### config.mk
export PLATFORM = sky130hd
export DESIGN_NAME = tsi_cpu_port
export DESIGN_NICKNAME = d
export VERILOG_FILES = /design/src/rtl/tsi_port_pkg.sv /design/src/rtl/tsi_addr_decode.sv /design/src/rtl/tsi_ctrl_reg.sv /design/src/rtl/tsi_access_fsm.sv /design/src/rtl/tsi_cpu_port.sv
export SDC_FILE = /design/constraint.sdc
export NUM_CORES = 1
export LEC_CHECK = 0
export ABC_AREA = 1
export BUFFER_PORTS_ARGS = -buffer_cell sky130_fd_sc_hd__buf_4
export CELL_PAD_IN_SITES_DETAIL_PLACEMENT = 0
export CELL_PAD_IN_SITES_GLOBAL_PLACEMENT = 2
export CORE_MARGIN = 1
export CORE_UTILIZATION = 29
export CTS_CLUSTER_SIZE = 24
export DETAILED_ROUTE_END_ITERATION = 8
export PLACE_DENSITY = 0.87
export SETUP_SLACK_MARGIN = 0.3
export SLEW_MARGIN = 15
export SYNTH_ARGS = -nofsm -noshare
export SYNTH_HDL_FRONTEND = slang
export SYNTH_SLANG_ARGS = --single-unit
### constraint.sdc
create_clock -name clk_i -period 1.45 [get_ports clk_i]
set_input_delay 0.0725 -clock clk_i [delete_from_list [all_inputs] [get_ports clk_i]]
set_output_delay 0.0725 -clock clk_i [all_outputs]
set_load 0.1 [all_outputs]
### src/rtl/tsi_port_pkg.sv
package tsi_port_pkg;
  typedef enum logic [1:0] {
    MSEL_RSVD    = 2'b00,
    MSEL_DATA    = 2'b01,
    MSEL_CONN_LO = 2'b10,
    MSEL_CONN_HI = 2'b11
  } msel_e;

  typedef enum logic [1:0] {
    TGT_CTRL = 2'b00,
    TGT_NONE = 2'b01,
    TGT_MEM  = 2'b10
  } tgt_e;

  typedef enum logic [1:0] {
    ST_IDLE = 2'b00,
    ST_REQ  = 2'b01,
    ST_ACK  = 2'b10
  } st_e;
endpackage

### src/rtl/tsi_addr_decode.sv
module tsi_addr_decode import tsi_port_pkg::*; #(
  parameter int CH_W     = 5,
  parameter int STREAM_W = 3,
  localparam int MA_W    = STREAM_W + CH_W
) (
  input  logic [CH_W:0]     addr_i,
  input  logic              rd_i,
  input  logic              split_i,
  input  logic [1:0]        msel_fld_i,
  input  logic [STREAM_W-1:0] stream_i,
  output tgt_e              tgt_o,
  output msel_e             msel_o,
  output logic [MA_W-1:0]   maddr_o
);
  always_comb begin
    msel_o = msel_e'(msel_fld_i);
    // split mode: reads from sample store, writes to low connection store
    if (split_i) msel_o = rd_i ? MSEL_DATA : MSEL_CONN_LO;

    if (!addr_i[CH_W]) begin
      tgt_o = (addr_i[1:0] == 2'b00) ? TGT_CTRL : TGT_NONE;
    end else if (msel_o == MSEL_RSVD || (msel_o == MSEL_DATA && !rd_i)) begin
      tgt_o = TGT_NONE;
    end else begin
      tgt_o = TGT_MEM;
    end
  end

  assign maddr_o = {stream_i, addr_i[CH_W-1:0]};
endmodule

### src/rtl/tsi_ctrl_reg.sv
module tsi_ctrl_reg #(
  parameter int DATA_W = 8
) (
  input  logic              clk_i,
  input  logic              rst_ni,
  input  logic              we_i,
  input  logic [DATA_W-1:0] wdata_i,
  output logic [DATA_W-1:0] q_o
);
  always_ff @(posedge clk_i or negedge rst_ni) begin
    if (!rst_ni)   q_o <= '0;
    else if (we_i) q_o <= wdata_i;
  end
endmodule

### src/rtl/tsi_access_fsm.sv
module tsi_access_fsm import tsi_port_pkg::*; #(
  parameter int DATA_W   = 8,
  parameter int MA_W     = 8,
  parameter int WAIT_MAX = 8,
  localparam int CNT_W   = $clog2(WAIT_MAX + 1) + 1
) (
  input  logic              clk_i,
  input  logic              rst_ni,
  input  logic              active_i,
  input  tgt_e              tgt_i,
  input  logic              rd_i,
  input  msel_e             msel_i,
  input  logic [MA_W-1:0]   maddr_i,
  input  logic [DATA_W-1:0] wdata_i,
  input  logic [DATA_W-1:0] ctrl_q_i,
  input  logic              grant_i,
  input  logic [DATA_W-1:0] mem_rdata_i,
  output logic              ctrl_we_o,
  output logic              ack_o,
  output logic [DATA_W-1:0] rdata_o,
  output logic              mem_req_o,
  output logic              mem_we_o,
  output logic [1:0]        mem_sel_o,
  output logic [MA_W-1:0]   mem_addr_o,
  output logic [DATA_W-1:0] mem_wdata_o,
  output logic              mem_urgent_o
);
  st_e               st_q;
  logic              rd_q;
  msel_e             msel_q;
  logic [MA_W-1:0]   maddr_q;
  logic [DATA_W-1:0] wdata_q;
  logic [DATA_W-1:0] rdata_q;
  logic [CNT_W-1:0]  wcnt_q;
  logic              start, urgent, complete;

  assign start     = (st_q == ST_IDLE) && active_i;
  assign ctrl_we_o = start && (tgt_i == TGT_CTRL) && !rd_i;
  assign urgent    = (st_q == ST_REQ) && (wcnt_q == CNT_W'(WAIT_MAX));
  assign complete  = (st_q == ST_REQ) && (grant_i || urgent);

  always_ff @(posedge clk_i or negedge rst_ni) begin
    if (!rst_ni) begin
      st_q    <= ST_IDLE;
      rd_q    <= 1'b0;
      msel_q  <= MSEL_RSVD;
      maddr_q <= '0;
      wdata_q <= '0;
      rdata_q <= '0;
      wcnt_q  <= '0;
    end else begin
      unique case (st_q)
        ST_IDLE: if (active_i) begin
          rd_q    <= rd_i;
          msel_q  <= msel_i;
          maddr_q <= maddr_i;
          wdata_q <= wdata_i;
          wcnt_q  <= '0;
          unique case (tgt_i)
            TGT_MEM: begin
              st_q    <= ST_REQ;
              rdata_q <= '0;
            end
            TGT_CTRL: begin
              st_q    <= ST_ACK;
              rdata_q <= rd_i ? ctrl_q_i : '0;
            end
            default: begin
              st_q    <= ST_ACK;
              rdata_q <= '0;
            end
          endcase
        end
        ST_REQ: begin
          if (complete) begin
            st_q    <= ST_ACK;
            rdata_q <= rd_q ? mem_rdata_i : '0;
          end else begin
            wcnt_q  <= wcnt_q + 1'b1;
          end
        end
        ST_ACK: if (!active_i) st_q <= ST_IDLE;
        default: st_q <= ST_IDLE;
      endcase
    end
  end

  assign ack_o        = (st_q == ST_ACK);
  assign rdata_o      = ack_o ? rdata_q : '0;
  assign mem_req_o    = (st_q == ST_REQ);
  assign mem_we_o     = mem_req_o && !rd_q;
  assign mem_sel_o    = msel_q;
  assign mem_addr_o   = maddr_q;
  assign mem_wdata_o  = wdata_q;
  assign mem_urgent_o = urgent;
endmodule

### src/rtl/tsi_cpu_port.sv
module tsi_cpu_port import tsi_port_pkg::*; #(
  parameter int DATA_W   = 8,
  parameter int CH_W     = 5,
  parameter int STREAM_W = 3,
  parameter int WAIT_MAX = 8,
  localparam int MA_W    = STREAM_W + CH_W
) (
  input  logic              clk_i,
  input  logic              rst_ni,
  input  logic              cs_i,
  input  logic              strobe_i,
  input  logic              rd_i,
  input  logic [CH_W:0]     addr_i,
  input  logic [DATA_W-1:0] wdata_i,
  output logic [DATA_W-1:0] rdata_o,
  output logic              ack_o,
  output logic              proc_en_o,
  output logic              mem_req_o,
  output logic              mem_we_o,
  output logic [1:0]        mem_sel_o,
  output logic [MA_W-1:0]   mem_addr_o,
  output logic [DATA_W-1:0] mem_wdata_o,
  input  logic [DATA_W-1:0] mem_rdata_i,
  input  logic              grant_i,
  output logic              mem_urgent_o
);
  localparam int SPLIT_BIT = DATA_W - 1;
  localparam int PE_BIT    = DATA_W - 2;

  logic [DATA_W-1:0] ctrl_q;
  logic              ctrl_we;
  tgt_e              tgt;
  msel_e             msel;
  logic [MA_W-1:0]   maddr;

  tsi_addr_decode #(.CH_W(CH_W), .STREAM_W(STREAM_W)) u_dec (
    .addr_i    (addr_i),
    .rd_i      (rd_i),
    .split_i   (ctrl_q[SPLIT_BIT]),
    .msel_fld_i(ctrl_q[STREAM_W+1:STREAM_W]),
    .stream_i  (ctrl_q[STREAM_W-1:0]),
    .tgt_o     (tgt),
    .msel_o    (msel),
    .maddr_o   (maddr)
  );

  tsi_ctrl_reg #(.DATA_W(DATA_W)) u_ctrl (
    .clk_i  (clk_i),
    .rst_ni (rst_ni),
    .we_i   (ctrl_we),
    .wdata_i(wdata_i),
    .q_o    (ctrl_q)
  );

  tsi_access_fsm #(.DATA_W(DATA_W), .MA_W(MA_W), .WAIT_MAX(WAIT_MAX)) u_fsm (
    .clk_i       (clk_i),
    .rst_ni      (rst_ni),
    .active_i    (cs_i && strobe_i),
    .tgt_i       (tgt),
    .rd_i        (rd_i),
    .msel_i      (msel),
    .maddr_i     (maddr),
    .wdata_i     (wdata_i),
    .ctrl_q_i    (ctrl_q),
    .grant_i     (grant_i),
    .mem_rdata_i (mem_rdata_i),
    .ctrl_we_o   (ctrl_we),
    .ack_o       (ack_o),
    .rdata_o     (rdata_o),
    .mem_req_o   (mem_req_o),
    .mem_we_o    (mem_we_o),
    .mem_sel_o   (mem_sel_o),
    .mem_addr_o  (mem_addr_o),
    .mem_wdata_o (mem_wdata_o),
    .mem_urgent_o(mem_urgent_o)
  );

  assign proc_en_o = ctrl_q[PE_BIT];
endmodule

==> flow_summary_export.csv <==
group,metric,value,unit
grt,grt_max_degree,43,
timing,setup_tns,-0.443,ns
timing,hold_slack,0.00751,ns
placed_design,io_buffers,58,
setup_path,r2r_end,"u_ctrl.q_o[3]$_DFFE_PN0P_",
clocking,clk_latency,0.29,ns
clocking,cts_max_path_buffers,2,
setup_path,cp_max_fo,8,
worst_hold_path,worstHoldPathCells,3,
status,status,"finished, violations left",
timing,fmax,665,MHz
layout,final_util,51.4,%
clocking,clock-sinks,42,
logic_synthesis,synth_area_leaders,"dfrtp_1 (51%), nand2_1 (17%), inv_1 (5.1%), o21ai_0 (4.6%), nand3_1 (4.1%)",
route,postRouteAntennaNets,0,
grt,grt-busiest-layer,"met2",
layout,final_cell_mix,"buf_4 (63), nand2_1 (60), nand2_2 (29)",
worst_hold_path,min_to,"u_fsm.mem_addr_o[1]$_DFFE_PN0P_",
logic_synthesis,synth_mux_area_share,0,%
grt,grt_pass1_wl,9120,um
grt,antenna_found_initial,0,
setup_path,critical_path_class,"reg2reg",
grt,groute.layer.met3.usage,2.86,%
route,wl,5480,um
placed_design,dpl.hpwl,3620,um
route,drtIter0Drc,61,
setup_path,r2r_setup_slack,-0.05,ns
route,drcViolationCount,0,
logic_synthesis,synth.avg_cell_area,8.06,um^2
layout,multi_input_area,1120,um^2
logic_synthesis,yosys.area_share.simple,30.4,%
status,violations,"setup timing",
setup_path,rr_startpoint,"u_fsm.st_q[1]$_DFFE_PN0P_",
floorplan,core,6870,um^2
clocking,h-tree-depth,2,
clocking,cts_tree,"done",
logic_synthesis,synthAdderAreaFrac,1.20,%
layout,nets,384,
route,dr_total_vias,1893,
clocking,cts_inserted_buffers,5,
timing,worst_pin_slew,0.633,ns
layout,drive_gt1_share,54.4,%
floorplan,chipWidth,86.7,um
logic_synthesis,synthXorXnorAreaFrac,1.26,%
worst_hold_path,min_from,"addr_i[1]",
timing,rsz0062_at_grt,"true",
floorplan,io_pins,59,
worst_hold_path,holdCritPathClass,"in2reg",
timing,hold_violations,0,
logic_synthesis,yosys_warnings,0,
setup_path,crit_path_cell_trace,"buf_12 -> buf_6 -> nor2_4 -> nand2_4 -> nor2_4 -> nand2_4 -> nand2_1 -> o21ai_1",
setup_path,cp-start-kind,"register",
logic_synthesis,syn_area,2080,um^2
grt,grtUsageMet1,21.1,%
logic_synthesis,yosysUniqueCellTypes,25,
layout,diodes,0,
timing,fin_crit,1.50,ns
clocking,cts_root_buffer,"clkbuf_8",
route,first_pass_iters,4,
timing,finClkSkew,0.00775,ns
placed_design,place_congestion,0.676,
floorplan,die_area,7520,um^2
logic_synthesis,synth_top_area_share,50.5,%
flow_run,maxCapViolCount,0,
setup_path,endpoint_kind,"register",
setup_path,worstPathArrival,1.69,ns
route,vias_per_cell,4.20,
layout,area.growth.synth_to_final,69.6,%
layout,regArea,1080,um^2
logic_synthesis,ys_ff_latch,42,
timing,setup_slack,-0.0538,ns
setup_path,critPathMaxStageDelay,0.45,ns
layout,final_common_cell,"buf_4",
logic_synthesis,ys_seq_area_share,50.5,%
grt,grt_use_total,15.8,%
grt,overflow,0,
setup_path,crit_slowest_cell,"dfrtp_2",
pwr,power.density,2150,nW/um^2
floorplan,initial_core_util,30.3,%
timing,slew_headroom,57.5,%
pwr,p_leak,1.67,nW
route,wl_per_cell,12.2,um
timing,final-setup-viol-count,28,
setup_path,required,1.64,ns
clocking,clk_pin_slew,0.08,ns
logic_synthesis,netlist_instances,258,
logic_synthesis,synth_top_area_cell,"dfrtp_1",
floorplan,fp.dieH,86.7,um
grt,grt_pass1_vias,1903,
logic_synthesis,synth_top_family_by_area,"simple AND/OR/NAND/NOR gates",
logic_synthesis,synth_compound_area_share,8.06,%
setup_path,r2r_cells,8,
logic_synthesis,syn-num-nets,288,
grt,grt_util_met2,26.0,%
timing,finalCritPeriodShare,104,%
floorplan,rows,30,
pwr,irDropWorstVdd,0.00150,V
layout,n_fill_cell,666,
timing,slew_viol_final,0,
## critical path, delay by kind of cell (launching register included)
family	cells	cell delay, ns
AO/OA/AOI/OAI	1	0.06
buffers and inverters	2	0.25
flip-flops	1	0.45
AND/OR/NAND/NOR	5	0.64
## cell usage after synthesis (all sizes together)
library cell / n
nand2: 97
dfrtp: 42
inv: 30
o21ai: 26
nor2: 25
nand3: 19
buf: 6
a21oi: 4
ha: 2
xor2: 2
a31oi: 1
clkbuf: 1
clkinv: 1
nor3: 1
xnor2: 1
## worst max path at each step
stage                                 from                      endpoint  slack (ns)  cells past startpoint
3_3_place_gp   u_fsm.wcnt_q[0]$_DFFE_PN0P_     u_fsm.st_q[1]$_DFFE_PN0P_        0.08                      8
3_5_place_dp   u_fsm.wcnt_q[0]$_DFFE_PN0P_  u_fsm.rdata_q[7]$_DFFE_PN0P_        0.04                      9
4_1_cts          u_fsm.st_q[1]$_DFFE_PN0P_                    rdata_o[6]       -0.02                      6
2_1_floorplan    u_fsm.st_q[1]$_DFFE_PN0P_                    rdata_o[0]       -0.79                      5
5_1_grt          u_fsm.st_q[1]$_DFFE_PN0P_     u_ctrl.q_o[0]$_DFFE_PN0P_       -0.13                      8
6_report         u_fsm.st_q[1]$_DFFE_PN0P_     u_ctrl.q_o[3]$_DFFE_PN0P_       -0.05                      8
## per-layer routing
metal	vias up	wire length, um	part of all wire (%)
li1	997	-	-
met1	843	2580	47
met2	44	2630	48
met3	9	195	3.6
met4	0	82	1.5
met5	-	0	0
## logic make-up (layout without fill, tap and decap cells)
| logic type | count (synthesis) | in the layout |
|---|---|---|
| simple gates | 142 | 144 |
| flops | 42 | 42 |
| buf+inv | 38 | 132 |
| compound gates | 31 | 32 |
| xor+xnor | 3 | 3 |
| fa+ha+maj | 2 | 2 |
## timing repair
| item | in CTS | in global routing |
|---|---|---|
| setup endpoints to repair | 54 | 54 |
| hold endpoints to repair | 45 | 0 |
| hold buffers | 4 | 0 |
| gates cloned | 2 | 2 |
| setup buffers | 19 | 5 |
| pin swaps | 23 | 16 |
| resized for setup | 93 | 27 |
## per-stage QoR
step	setup WS, ns	instance area, um^2	power, mW	std cells
floorplan	-0.786	2200	4.99	258
global placement	0.0820	2750	5.83	411
detailed placement	0.0424	2750	5.85	411
CTS	-0.0158	3390	7.45	444
global route	-0.126	3530	7.92	451
finish	-0.0538	3530	7.57	451
## final cells by class
class                           instances  share of cell area [%]
Inverter                               31                    3.76
Multi-Input combinational cell        181                    31.8
Tap cell                               96                    3.40
Clock buffer                            6                    2.06
Timing Repair Buffer                   92                    27.1
Clock inverter                          2                    1.06
Sequential cell                        42                    30.5
Timing Repair inverter                  1                   0.319
## where the power goes
part | switching (mW) | internal (mW)
combinational | 3.33 | 1.37
clock | 0.420 | 0.514
sequential | 0.329 | 1.61
## state kept, by name (all words and copies together) (netlist names)
name               count
u_ctrl.q_o             8
u_fsm.mem_addr_o       8
u_fsm.mem_sel_o        2
u_fsm.mem_wdata_o      8
u_fsm.rd_q             1
u_fsm.rdata_q          8
u_fsm.st_q             2
u_fsm.wcnt_q           5
No activity file was read; power rests on OpenSTA's default activity.
